`src/rtl/seg_xlate_pkg.sv`:
```
package seg_xlate_pkg;
  localparam int DESC_LIM_W = 20;

  typedef enum logic [1:0] {
    FLT_NONE = 2'd0,
    FLT_SEL  = 2'd1,
    FLT_NP   = 2'd2,
    FLT_LIM  = 2'd3
  } flt_e;

  typedef enum logic [2:0] {
    ST_IDLE = 3'd0,
    ST_CHK  = 3'd1,
    ST_RD0  = 3'd2,
    ST_RD1  = 3'd3,
    ST_RESP = 3'd4
  } fsm_e;
endpackage

```
`src/rtl/seg_sel_decode.sv`:
```
module seg_sel_decode #(
  parameter int ADDR_W = 32,
  parameter int SEL_W  = 16,
  parameter int TLIM_W = 16
) (
  input  logic [SEL_W-1:0]  sel,
  input  logic [ADDR_W-1:0] gtab_base,
  input  logic [TLIM_W-1:0] gtab_lim,
  input  logic [ADDR_W-1:0] ltab_base,
  input  logic [TLIM_W-1:0] ltab_lim,
  output logic [ADDR_W-1:0] desc_addr,
  output logic              sel_oob
);
  localparam int IDX_W = SEL_W - 3;

  logic [IDX_W-1:0]  idx;
  logic              use_local;
  logic [ADDR_W-1:0] tbl_base;
  logic [ADDR_W-1:0] tbl_lim_ext;
  logic [ADDR_W-1:0] entry_last;
  logic [1:0]        unused_rpl;

  assign idx        = sel[SEL_W-1:3];
  assign use_local  = sel[2];
  assign unused_rpl = sel[1:0];

  // table choice
  always_comb begin
    if (use_local) begin
      tbl_base    = ltab_base;
      tbl_lim_ext = {{(ADDR_W-TLIM_W){1'b0}}, ltab_lim};
    end else begin
      tbl_base    = gtab_base;
      tbl_lim_ext = {{(ADDR_W-TLIM_W){1'b0}}, gtab_lim};
    end
  end

  // entry address and bound on its last byte
  assign entry_last = {{(ADDR_W-SEL_W){1'b0}}, idx, 3'b111};
  assign desc_addr  = tbl_base + {{(ADDR_W-SEL_W){1'b0}}, idx, 3'b000};
  assign sel_oob    = entry_last > tbl_lim_ext;
endmodule

```
`src/rtl/seg_fetch_fsm.sv`:
```
module seg_fetch_fsm
  import seg_xlate_pkg::*;
#(
  parameter int ADDR_W = 32,
  parameter int DATA_W = 32
) (
  input  logic              clk,
  input  logic              rst_n,
  input  logic              req_valid,
  output logic              req_ready,
  output logic              accept,
  input  logic              sel_oob,
  input  logic [ADDR_W-1:0] desc_addr,
  output logic              mem_rd_valid,
  output logic [ADDR_W-1:0] mem_rd_addr,
  input  logic              mem_rd_ready,
  input  logic [DATA_W-1:0] mem_rd_data,
  output logic [DATA_W-1:0] word_lo,
  output logic [DATA_W-1:0] word_hi,
  output logic              sel_flt,
  output logic              rsp_valid
);
  localparam logic [ADDR_W-1:0] HI_STEP = ADDR_W'(DATA_W / 8);

  fsm_e state_q, state_d;
  logic lo_en, hi_en, flt_en;

  always_comb begin
    state_d = state_q;
    case (state_q)
      ST_IDLE: if (req_valid)    state_d = ST_CHK;
      ST_CHK:  state_d = sel_oob ? ST_RESP : ST_RD0;
      ST_RD0:  if (mem_rd_ready) state_d = ST_RD1;
      ST_RD1:  if (mem_rd_ready) state_d = ST_RESP;
      ST_RESP: state_d = ST_IDLE;
      default: state_d = ST_IDLE;
    endcase
  end

  assign req_ready    = (state_q == ST_IDLE);
  assign accept       = req_ready && req_valid;
  assign mem_rd_valid = (state_q == ST_RD0) || (state_q == ST_RD1);
  assign mem_rd_addr  = (state_q == ST_RD1) ? desc_addr + HI_STEP : desc_addr;
  assign rsp_valid    = (state_q == ST_RESP);
  assign lo_en        = (state_q == ST_RD0) && mem_rd_ready;
  assign hi_en        = (state_q == ST_RD1) && mem_rd_ready;
  assign flt_en       = (state_q == ST_CHK);

  always_ff @(posedge clk or negedge rst_n) begin
    if (!rst_n) state_q <= ST_IDLE;
    else        state_q <= state_d;
  end

  always_ff @(posedge clk or negedge rst_n) begin
    if (!rst_n) begin
      word_lo <= '0;
      word_hi <= '0;
      sel_flt <= 1'b0;
    end else begin
      if (lo_en)  word_lo <= mem_rd_data;
      if (hi_en)  word_hi <= mem_rd_data;
      if (flt_en) sel_flt <= sel_oob;
    end
  end

  AST_NO_READ_ON_SEL_FLT: assert property (@(posedge clk) disable iff (!rst_n)
    (state_q == ST_CHK && sel_oob) |=> !mem_rd_valid);
  AST_RD_HOLD: assert property (@(posedge clk) disable iff (!rst_n)
    (mem_rd_valid && !mem_rd_ready) |=> (mem_rd_valid && $stable(mem_rd_addr)));
  AST_RSP_PULSE: assert property (@(posedge clk) disable iff (!rst_n)
    rsp_valid |=> !rsp_valid);
  AST_BUSY_NOT_READY: assert property (@(posedge clk) disable iff (!rst_n)
    accept |=> !req_ready);
endmodule

```
`src/rtl/seg_desc_check.sv`:
```
module seg_desc_check
  import seg_xlate_pkg::*;
#(
  parameter int ADDR_W = 32
) (
  input  logic [31:0]       word_lo,
  input  logic [31:0]       word_hi,
  input  logic [ADDR_W-1:0] offset,
  input  logic              sel_flt,
  output logic [ADDR_W-1:0] lin,
  output logic [1:0]        fault,
  output logic [1:0]        dpl,
  output logic [3:0]        dtype,
  output logic              dsize
);
  logic [31:0]           seg_base;
  logic [DESC_LIM_W-1:0] seg_lim;
  logic                  gran, present;
  logic [ADDR_W-1:0]     eff_lim;
  logic [2:0]            unused_hi_bits;

  // reassemble scattered fields
  assign seg_base       = {word_hi[31:24], word_hi[7:0], word_lo[31:16]};
  assign seg_lim        = {word_hi[19:16], word_lo[15:0]};
  assign gran           = word_hi[23];
  assign present        = word_hi[15];
  assign unused_hi_bits = {word_hi[21:20], word_hi[12]};

  // granularity scaling
  always_comb begin
    if (gran) eff_lim = ADDR_W'({seg_lim, 12'hFFF});
    else      eff_lim = ADDR_W'(seg_lim);
  end

  // fault priority and result
  always_comb begin
    lin   = '0;
    dpl   = word_hi[14:13];
    dtype = word_hi[11:8];
    dsize = word_hi[22];
    if (sel_flt) begin
      fault = FLT_SEL;
      dpl   = '0;
      dtype = '0;
      dsize = 1'b0;
    end else if (!present) begin
      fault = FLT_NP;
    end else if (offset > eff_lim) begin
      fault = FLT_LIM;
    end else begin
      fault = FLT_NONE;
      lin   = ADDR_W'(seg_base) + offset;
    end
  end
endmodule

```
`src/rtl/seg_xlate.sv`:
```
module seg_xlate
  import seg_xlate_pkg::*;
#(
  parameter int ADDR_W = 32,
  parameter int SEL_W  = 16,
  parameter int TLIM_W = 16
) (
  input  logic              clk,
  input  logic              rst_n,
  input  logic              req_valid,
  output logic              req_ready,
  input  logic [SEL_W-1:0]  req_sel,
  input  logic [ADDR_W-1:0] req_off,
  input  logic [ADDR_W-1:0] gtab_base,
  input  logic [TLIM_W-1:0] gtab_lim,
  input  logic [ADDR_W-1:0] ltab_base,
  input  logic [TLIM_W-1:0] ltab_lim,
  output logic              mem_rd_valid,
  output logic [ADDR_W-1:0] mem_rd_addr,
  input  logic              mem_rd_ready,
  input  logic [31:0]       mem_rd_data,
  output logic              rsp_valid,
  output logic [ADDR_W-1:0] rsp_lin,
  output logic [1:0]        rsp_fault,
  output logic [1:0]        rsp_dpl,
  output logic [1:0]        rsp_rpl,
  output logic [3:0]        rsp_type,
  output logic              rsp_dsize
);
  logic              rst_meta, rst_sync;
  logic              accept;
  logic [SEL_W-1:0]  sel_q;
  logic [ADDR_W-1:0] off_q;
  logic [ADDR_W-1:0] desc_addr;
  logic              sel_oob, sel_flt;
  logic [31:0]       word_lo, word_hi;

  // asynchronous assertion, synchronous release
  always_ff @(posedge clk or negedge rst_n) begin
    if (!rst_n) begin
      rst_meta <= 1'b0;
      rst_sync <= 1'b0;
    end else begin
      rst_meta <= 1'b1;
      rst_sync <= rst_meta;
    end
  end

  always_ff @(posedge clk or negedge rst_sync) begin
    if (!rst_sync) begin
      sel_q <= '0;
      off_q <= '0;
    end else if (accept) begin
      sel_q <= req_sel;
      off_q <= req_off;
    end
  end

  assign rsp_rpl = sel_q[1:0];

  seg_sel_decode #(.ADDR_W(ADDR_W), .SEL_W(SEL_W), .TLIM_W(TLIM_W)) u_dec (
    .sel(sel_q), .gtab_base(gtab_base), .gtab_lim(gtab_lim),
    .ltab_base(ltab_base), .ltab_lim(ltab_lim),
    .desc_addr(desc_addr), .sel_oob(sel_oob)
  );

  seg_fetch_fsm #(.ADDR_W(ADDR_W), .DATA_W(32)) u_fsm (
    .clk(clk), .rst_n(rst_sync), .req_valid(req_valid), .req_ready(req_ready),
    .accept(accept), .sel_oob(sel_oob), .desc_addr(desc_addr),
    .mem_rd_valid(mem_rd_valid), .mem_rd_addr(mem_rd_addr),
    .mem_rd_ready(mem_rd_ready), .mem_rd_data(mem_rd_data),
    .word_lo(word_lo), .word_hi(word_hi), .sel_flt(sel_flt),
    .rsp_valid(rsp_valid)
  );

  seg_desc_check #(.ADDR_W(ADDR_W)) u_chk (
    .word_lo(word_lo), .word_hi(word_hi), .offset(off_q), .sel_flt(sel_flt),
    .lin(rsp_lin), .fault(rsp_fault), .dpl(rsp_dpl), .dtype(rsp_type),
    .dsize(rsp_dsize)
  );

  AST_FAULT_LIN_ZERO: assert property (@(posedge clk) disable iff (!rst_sync)
    (rsp_valid && rsp_fault != FLT_NONE) |-> (rsp_lin == '0));
  AST_RPL_STABLE: assert property (@(posedge clk) disable iff (!rst_sync)
    (!req_ready && !accept) |=> $stable(rsp_rpl));
endmodule

```
`config.mk`:
```
export PLATFORM = sky130hd
export DESIGN_NAME = seg_xlate
export DESIGN_NICKNAME = d
export VERILOG_FILES = /design/src/rtl/seg_xlate_pkg.sv /design/src/rtl/seg_sel_decode.sv /design/src/rtl/seg_fetch_fsm.sv /design/src/rtl/seg_desc_check.sv /design/src/rtl/seg_xlate.sv
export SDC_FILE = /design/constraint.sdc
export NUM_CORES = 1
export LEC_CHECK = 0
export CORE_ASPECT_RATIO = 1.5
export CORE_MARGIN = 3
export CORE_UTILIZATION = 52
export DETAILED_ROUTE_END_ITERATION = 7
export GPL_ROUTABILITY_DRIVEN = 0
export GPL_TIMING_DRIVEN = 0
export PLACE_DENSITY = 0.95
export SYNTH_ARGS = -nofsm -noshare
export SYNTH_HDL_FRONTEND = slang
export SYNTH_HIERARCHICAL = 1
export SYNTH_SLANG_ARGS = --single-unit
```
`constraint.sdc`:
```
create_clock -name clk -period 10.6 [get_ports clk]
set_clock_uncertainty 0.05 [all_clocks]
set_input_delay 2.12 -clock clk [delete_from_list [all_inputs] [get_ports clk]]
set_output_delay 2.12 -clock clk [all_outputs]
set_load 0.005 [all_outputs]
```
# After elaboration in Yosys (flattened, before gate mapping)
# Cells that the tools add are included.
[word_totals] latchBits=0 register_bits=118 elab_cells=44 memories=0 in_bits=180 out_inout_bits=78 mem_bits_rw=0 rom_bits=0
[classes] n_addsub=3 reduce_logical=6 n_eq_ne=7 div=0 muxes=18 magnitude_cmp=2 bitwise=0 n_mul=0 n_shift=0
[op_table] operator="2-to-1 mux 32 bit" n=6
[op_table] operator="adder 32 x 16 -> 32 bit" n=1
[op_table] operator="adder 32 x 3 -> 32 bit (second input constant)" n=1
[op_table] operator="adder 32 bit" n=1
[op_table] operator="> comparator 32 bit" n=1
[op_table] operator="> comparator 16 bit" n=1
[op_table] operator="2-to-1 mux 16 bit" n=1
[op_table] operator="2-to-1 mux 3 bit" n=4
[op_table] operator="one-hot mux 3 bit (4 select lines)" n=1
[op_table] operator="2-to-1 mux 2 bit" n=4
[op_table] operator="equality test 3 x 2 -> 1 bit (second input constant)" n=2
[op_table] operator="inequality test 2 bit (second input constant)" n=3
[op_table] operator="2-to-1 mux 4 bit" n=1
[op_table] operator="equality test 3 x 1 -> 1 bit (second input constant)" n=1
[op_table] operator="equality test 3 bit (second input constant)" n=1
[op_table] operator="logical AND 1 bit" n=3
[op_table] operator="zero test 3 bit" n=1
[op_table] operator="AND reduction 3 bit" n=1
[op_table] operator="logical OR 1 bit" n=1
[op_table] operator="2-to-1 mux 1 bit" n=1

# Longest topological paths before layout
# Gate-level depths: netlist (run 1).
[logic_depth] ltp_word=5 mapped_depth=18 ltp_nobuf=14

# By module
# Netlist (run 1), hierarchy kept.
[modules_own_cells] mod="seg_fetch_fsm" instances=1 area_each_um2=3305.7 cells_each=261
[modules_own_cells] mod="seg_desc_check" instances=1 area_each_um2=2865.2 cells_each=422
[modules_own_cells] mod="seg_xlate" instances=1 area_each_um2=1929.4 cells_each=106
[modules_own_cells] mod="seg_sel_decode" instances=1 area_each_um2=1850.5 cells_each=232

# Worst setup path after synthesis (run 1)
# OpenSTA, ideal clock, no wires.
[synth_timing] path_type="input-to-output" from="in ltab_base[3]" to="out mem_rd_addr[27]" t_required_ns=8.430 path_slack_ns=3.132 path_stages=13 path_buffers=0 t_arrival_ns=5.298 path_cell_list="mux2_2 -> ha_1 -> fa_1 -> a211oi_1 -> o311a_1 -> o21ba_2 -> o31ai_4 -> and2_1 -> xnor2_1 -> nand4_1 -> or4_4 -> nor3_2 -> xor2_1"
[synth_between] elab_chain_len=4
[synth_lines] element="start: declaration" line="seg_xlate.sv:16" text="input logic [ADDR_W-1:0] ltab_base,"
[synth_lines] element="2-to-1 mux 32 bit" line="seg_sel_decode.sv:29" text="if (use_local) begin"
[synth_lines] element="adder 32 x 16 -> 32 bit" line="seg_sel_decode.sv:40" text="assign desc_addr = tbl_base + {{(ADDR_W-SEL_W){1'b0}}, idx, 3'b000};"
[synth_lines] element="via desc_addr[21]" line="seg_xlate.sv:34" text="logic [ADDR_W-1:0] desc_addr;"
[synth_lines] element="adder 32 x 3 -> 32 bit" line="seg_fetch_fsm.sv:43" text="assign mem_rd_addr = (state_q == ST_RD1) ? desc_addr + HI_STEP : desc_addr;"
[synth_lines] element="2-to-1 mux 32 bit" line="seg_fetch_fsm.sv:43"
[synth_lines] element="end: declaration" line="seg_xlate.sv:19" text="output logic [ADDR_W-1:0] mem_rd_addr,"
# The timed path passes the listed nets, and every way through them passes these cells.

# Worst setup path after layout (run 1)
[layout_timing] from="in ltab_base[3]" to="out mem_rd_addr[29]"
# Same word-level chain as after synthesis.

==> results of run 1 <==
[how the worst min path moves through the flow]
| stage | startpoint | slack [ps] | cells past startpoint | endpoint |
|---|---|---|---|---|
| floorplan | rst_meta | 280 | 0 | rst_sync |
| global placement | rst_meta | 290 | 0 | rst_sync |
| detailed placement | rst_meta | 290 | 0 | rst_sync |
| CTS | rst_meta | 310 | 0 | rst_sync |
| global route | rst_meta | 310 | 0 | rst_sync |
| finish | rst_meta | 310 | 0 | rst_sync |
[layer usage]
layer / up-vias / track usage, % / share of wire [%]
met4: 0 / 23.9 / 7.8
met3: 218 / 8.46 / 7.8
met5: - / 0 / 0
li1: 4269 / - / -
met1: 4584 / 32.9 / 33
met2: 645 / 60.8 / 52
[report_power, final]
part           internal, mW  switching (mW)
Combinational          1.59            1.83
Sequential            0.663           0.267
Clock                 0.376           0.231
Total                  2.63            2.33
[state kept, by name (all words and copies together), names as in the netlist]
register	flops
u_fsm/word_lo	32
rst_meta	1
rst_sync	1
off_q	32
u_fsm/word_hi	29
u_fsm/sel_flt	1
u_fsm/state_q	3
sel_q	16
[cell type report]
class	instances	area share, %
buffer	43	1.80
timing repair buffer	258	19.4
tap	252	2.36
multi-input combinational	834	49.6
clock inverter	15	1.46
inverter	23	0.645
sequential	115	21.5
clock buffer	17	3.18
[worst register-to-register path, stage by stage, from the launching register on]
cell     delay [ps]
dfrtp_1         390
buf_6           160
buf_2           230
buf_2           300
buf_2           380
buf_2           430
mux2i_1         260
ha_1            270
a21o_1          170
a21o_1          170
a21oi_1         290
o21ai_0         150
a21oi_1         140
a41oi_1         110
mux2_2          340
[metrics by stage]
stage          power, mW  area (sq um)  cells  util, %
2_1_floorplan       3.01          9840   1015        -
3_3_place_gp        3.98         12700   1524     68.6
3_5_place_dp        4.15         12800   1525     68.8
4_1_cts             4.84         13400   1557     72.2
5_1_grt             5.24         13400   1557     72.2
6_report            4.95         13400   1557     72.2
==> results.ini, run 1 <==
[sta]
finalCriticalPeriod_ps=8950
slew_violations=0
setup_viol=0
rsz0062_at_grt=false
fin_crit_sh_pct=84.4
hold_viol=0
worst_pin_slew_ps=893
setup_tns_ps=0
fin_hold_ws_ps=306
slew_headroom_pct=40.1
setup_ws_ps=1650
fmax_ghz=0.112

[setup_path]
cp.required_ps=8430
worst_path_dominant_cell_family=simple AND/OR/NAND/NOR gates
critPathArrivalTime_ps=6780
rr_worst_depth=14
path_class=in -> out
crit_cells=15
reg2reg_slack_ps=6650
setup.worst_path.start_class=primary input
path_common_cell=clkdlybuf4s50_1
cpPeakStageDelay_ps=630
r2r-end=u_fsm/sel_flt
critPathCapture=mem_rd_addr[29]
rr_startpoint=sel_q[2]
critPathMaxFanout=5
critical_path_buf_inv_count=2
path_cells=clkdlybuf4s50_1 > mux2_2 > ha_1 > fa_1 > a211oi_1 > o311a_1 > o21ba_2 > o31ai_4 > and2_1 > xnor2_1 > nand4_1 > or4_4 > nor3_2 > xor2_1 > clkdlybuf4s50_1
worstSetupStartpoint=ltab_base[3]
slowest_stage=or4_4
cp-end-kind=output port

[power_and_ir_drop]
peakVddDrop_uv=253
total_leakage_power_nw=5.72
p_per_area_nw_per_um2=370

[status]
status=complete, no violations

[clock_tree]
numCtsBuffers=17
cts_tree=yes
cts_resized=0
post_cts_buffers=0
clkTransAtPathRegs_ps=60
cts_max_level=4
clk_latency_ps=430
cts_hold_buf=0
cts_buffer_depth=2
root_buffer=clkbuf_16
cts.sink_count=115

[route]
antenna_left=0
drt-initial-drc-count=1040
vias=9716
drc=0
drt-pass1-iter-count=6
wl_per_cell_microns=22.9
drt-total-wl_microns=35600
viasPerCell=6.24

[floorplanning]
std_cell_rows=61
die_x_microns=118
start_util_pct=53.1
die_h_microns=174
dieArea_sq_um=20600
fp.coreArea_sq_um=18500
ios=258

[global_route]
grt_max_degree=62
overflow=0
grt_first_pass_wirelength_microns=54300
grt_pass1_vias=10200
antenna_found_initial=0
grt_use_total_pct=33.6

[finish]
layout_commonest_cell=clkdlybuf4s50_1
diodes=0
nets=1564
multi_input_area_sq_um=6640
register_area_sq_um=2880
fillers=1272
synthToLayoutAreaGrowth_pct=36.0
most-common-layout-cells=clkdlybuf4s50_1 (257), dfrtp_1 (114), ha_1 (90)
layout-drive-gt1-share_pct=13.6

[run]
drv_cap=0

[hold_path]
hold_class=reg -> reg

[synth]
syn_nets=1287
netlist_area_sq_um=9840
ys_warn_count=6
syn_inst=1015
avgSynthCellArea_sq_um=9.70

[placement]
port_buffers=257
dp_hpwl_microns=27000
post-place-ws_ps=1740

Note: power is estimated with default switching activity, not from simulation.
==> run 2, diff against run 1 <==
CORE_UTILIZATION = 51   (was 52)
PLACE_DENSITY = 0.94   (was 0.95)
clock period = 8.6 ns   (was 10.6 ns; I/O delays follow)
==> run 2 against run 1 <==
Net effect:
- via count fell by 0.58%
- register-to-register slack got worse by 2100 ps
- flip-flop and latch count did not move
- clock power rose by 22%
- cell count did not move
- final area barely moved
- die area rose by 1.9%
- hold slack improved by 2.2 ps
- critical path depth did not move
- utilization fell by 0.91 points
- critical path type unchanged
- highest routed layer unchanged
==> results.ini, run 2 (same netlist as run 1, synthesis figures left out) <==
[finish]
multi_input_area_sq_um=6640  ; unchanged
diodes=0  ; unchanged
most-common-layout-cells=clkdlybuf4s50_1 (257), dfrtp_1 (114), ha_1 (90)
top_regs=off_q x32, u_fsm/word_lo x32, u_fsm/word_hi x29
synthToLayoutAreaGrowth_pct=35.9  ; about the same
layout-drive-gt1-share_pct=13.6  ; unchanged
layout_commonest_cell=clkdlybuf4s50_1
register_area_sq_um=2880  ; unchanged
nets=1564  ; unchanged
fin_util_pct=71.2  ; -0.91 points
fillers=1296  ; +1.9%

[clock_tree]
numCtsBuffers=17  ; unchanged
clkTransAtPathRegs_ps=50  ; about the same
cts_hold_buf=0  ; unchanged
cts_tree=yes
cts_resized=0  ; unchanged
cts_buffer_depth=2  ; unchanged
root_buffer=clkbuf_16
cts_max_level=4  ; unchanged
post_cts_buffers=0  ; unchanged
cts.sink_count=115  ; unchanged
clk_latency_ps=420  ; about the same

[setup_path]
setup.worst_path.start_class=primary input
path_cells=clkdlybuf4s50_1 > mux2_2 > ha_1 > fa_1 > a211oi_1 > o311a_1 > o21ba_2 > o31ai_4 > and2_1 > xnor2_1 > nand4_1 > or4_4 > nor3_2 > xor2_1 > clkdlybuf4s50_1
cp.required_ps=6830  ; -1600 ps
critPathArrivalTime_ps=6350  ; -430 ps
slowest_stage=or4_4
cpPeakStageDelay_ps=630  ; about the same
worstSetupStartpoint=ltab_base[3]
worst_path_dominant_cell_family=simple AND/OR/NAND/NOR gates
rr_worst_depth=14  ; unchanged
critPathMaxFanout=5  ; unchanged
cp-end-kind=output port
rr_startpoint=sel_q[2]
reg2reg_slack_ps=4540  ; -2110 ps
critical_path_buf_inv_count=2  ; unchanged
r2r-end=u_fsm/sel_flt
path_common_cell=clkdlybuf4s50_1
path_class=in -> out

[sta]
finalCriticalPeriod_ps=8120
slew_headroom_pct=42.7  ; +2.6 points
hold_viol=0  ; unchanged
setup_tns_ps=0  ; unchanged
worst_pin_slew_ps=854  ; -39.0 ps
fin_crit_sh_pct=94.4
rsz0062_at_grt=false
setup_viol=0  ; unchanged
fmax_ghz=0.123
slew_violations=0  ; unchanged

[route]
antenna_left=0  ; unchanged
wl_per_cell_microns=22.2  ; -2.7%
viasPerCell=6.20  ; -0.58%
drt-total-wl_microns=34600  ; -2.7%
drt-initial-drc-count=831  ; -20%
drt-pass1-iter-count=7  ; +1
vias=9660  ; -0.58%
drc=0  ; unchanged

[global_route]
overflow=0  ; unchanged
grt_pass1_vias=10100  ; -1.3%
grt_use_total_pct=31.9  ; -1.6 points
grt_first_pass_wirelength_microns=52500  ; -3.5%
grt_max_degree=62  ; unchanged
antenna_found_initial=0  ; unchanged

[status]
status=complete, no violations

[hold_path]
min-delay-start=rst_meta
hold_class=reg -> reg
whs_endpoint=rst_sync
min_path_cells=0  ; unchanged

[floorplanning]
dieArea_sq_um=21000  ; +1.9%
die_x_microns=119  ; +0.93%
start_util_pct=52.4  ; -0.65 points
ios=258  ; unchanged
fp.coreArea_sq_um=18800  ; +1.2%
std_cell_rows=61  ; unchanged
die_h_microns=176  ; +0.94%

[power_and_ir_drop]
p_per_area_nw_per_um2=452  ; +22%
finalPower_mw=6.05  ; +22%
peakVddDrop_uv=274  ; +8.6%
total_leakage_power_nw=5.72  ; about the same

[placement]
port_buffers=257  ; unchanged
dp_hpwl_microns=26900  ; -0.25%

[run]
drv_cap=0  ; unchanged

==> run 2: cell count changes in the layout (fill, tap and decap cells not counted) <==
cell and delta:
inv_8 -1, clkbuf_8 +1, inv_6 -2, clkinv_2 +2
==> run 2: worst max-delay path by stage <==
| stage | end | slack (ps) | depth (start not counted) |
|---|---|---|---|
| finish | mem_rd_addr[27] | 480 | 15 |
| detailed placement | mem_rd_addr[27] | 570 | 15 |
| CTS | mem_rd_addr[27] | 560 | 15 |
| global placement | mem_rd_addr[29] | 660 | 15 |
| global route | mem_rd_addr[27] | 370 | 15 |
| floorplan | mem_rd_addr[27] | 1930 | 13 |
==> run 2: metrics by stage <==
| step | hold slack, ps | std cells | setup WS [ps] | instance area [sq um] |
|---|---|---|---|---|
| final | 308 | 1557 | 484 | 13400 |
| after detailed placement | 298 | 1525 | 566 | 12800 |
| after global routing | 312 | 1557 | 367 | 13400 |
| after floorplan | 281 | 1015 | 1930 | 9840 |
| after global placement | 289 | 1524 | 660 | 12700 |
| after CTS | 311 | 1557 | 563 | 13400 |
==> run 2: final cells by class <==
| class | count | area share [%] |
|---|---|---|
| clock inverter | 14 | 1.32 |
| timing repair buffer | 258 | 19.4 |
| clock buffer | 18 | 3.28 |
| multi-input combinational | 834 | 49.6 |
| buffer | 43 | 1.80 |
| inverter | 23 | 0.645 |
| tap | 252 | 2.36 |
| sequential | 115 | 21.5 |
==> run 2: where the power goes <==
part           internal, mW  leakage, nW  total, mW  switching (mW)
logic                  1.96         4.05       4.17            2.22
clock network         0.467        0.298      0.739           0.273
registers             0.817         1.37       1.13           0.316
total                  3.24         5.72       6.05            2.81
==> run 2: metal layers <==
layer  vias up  wire length [microns]  GRT usage [%]
met1      4586                  11300           31.4
met4         0                   2720           22.8
met2       610                  17900           58.6
met3       189                   2670           7.02
li1       4275                      -              -
met5         -                      0              0
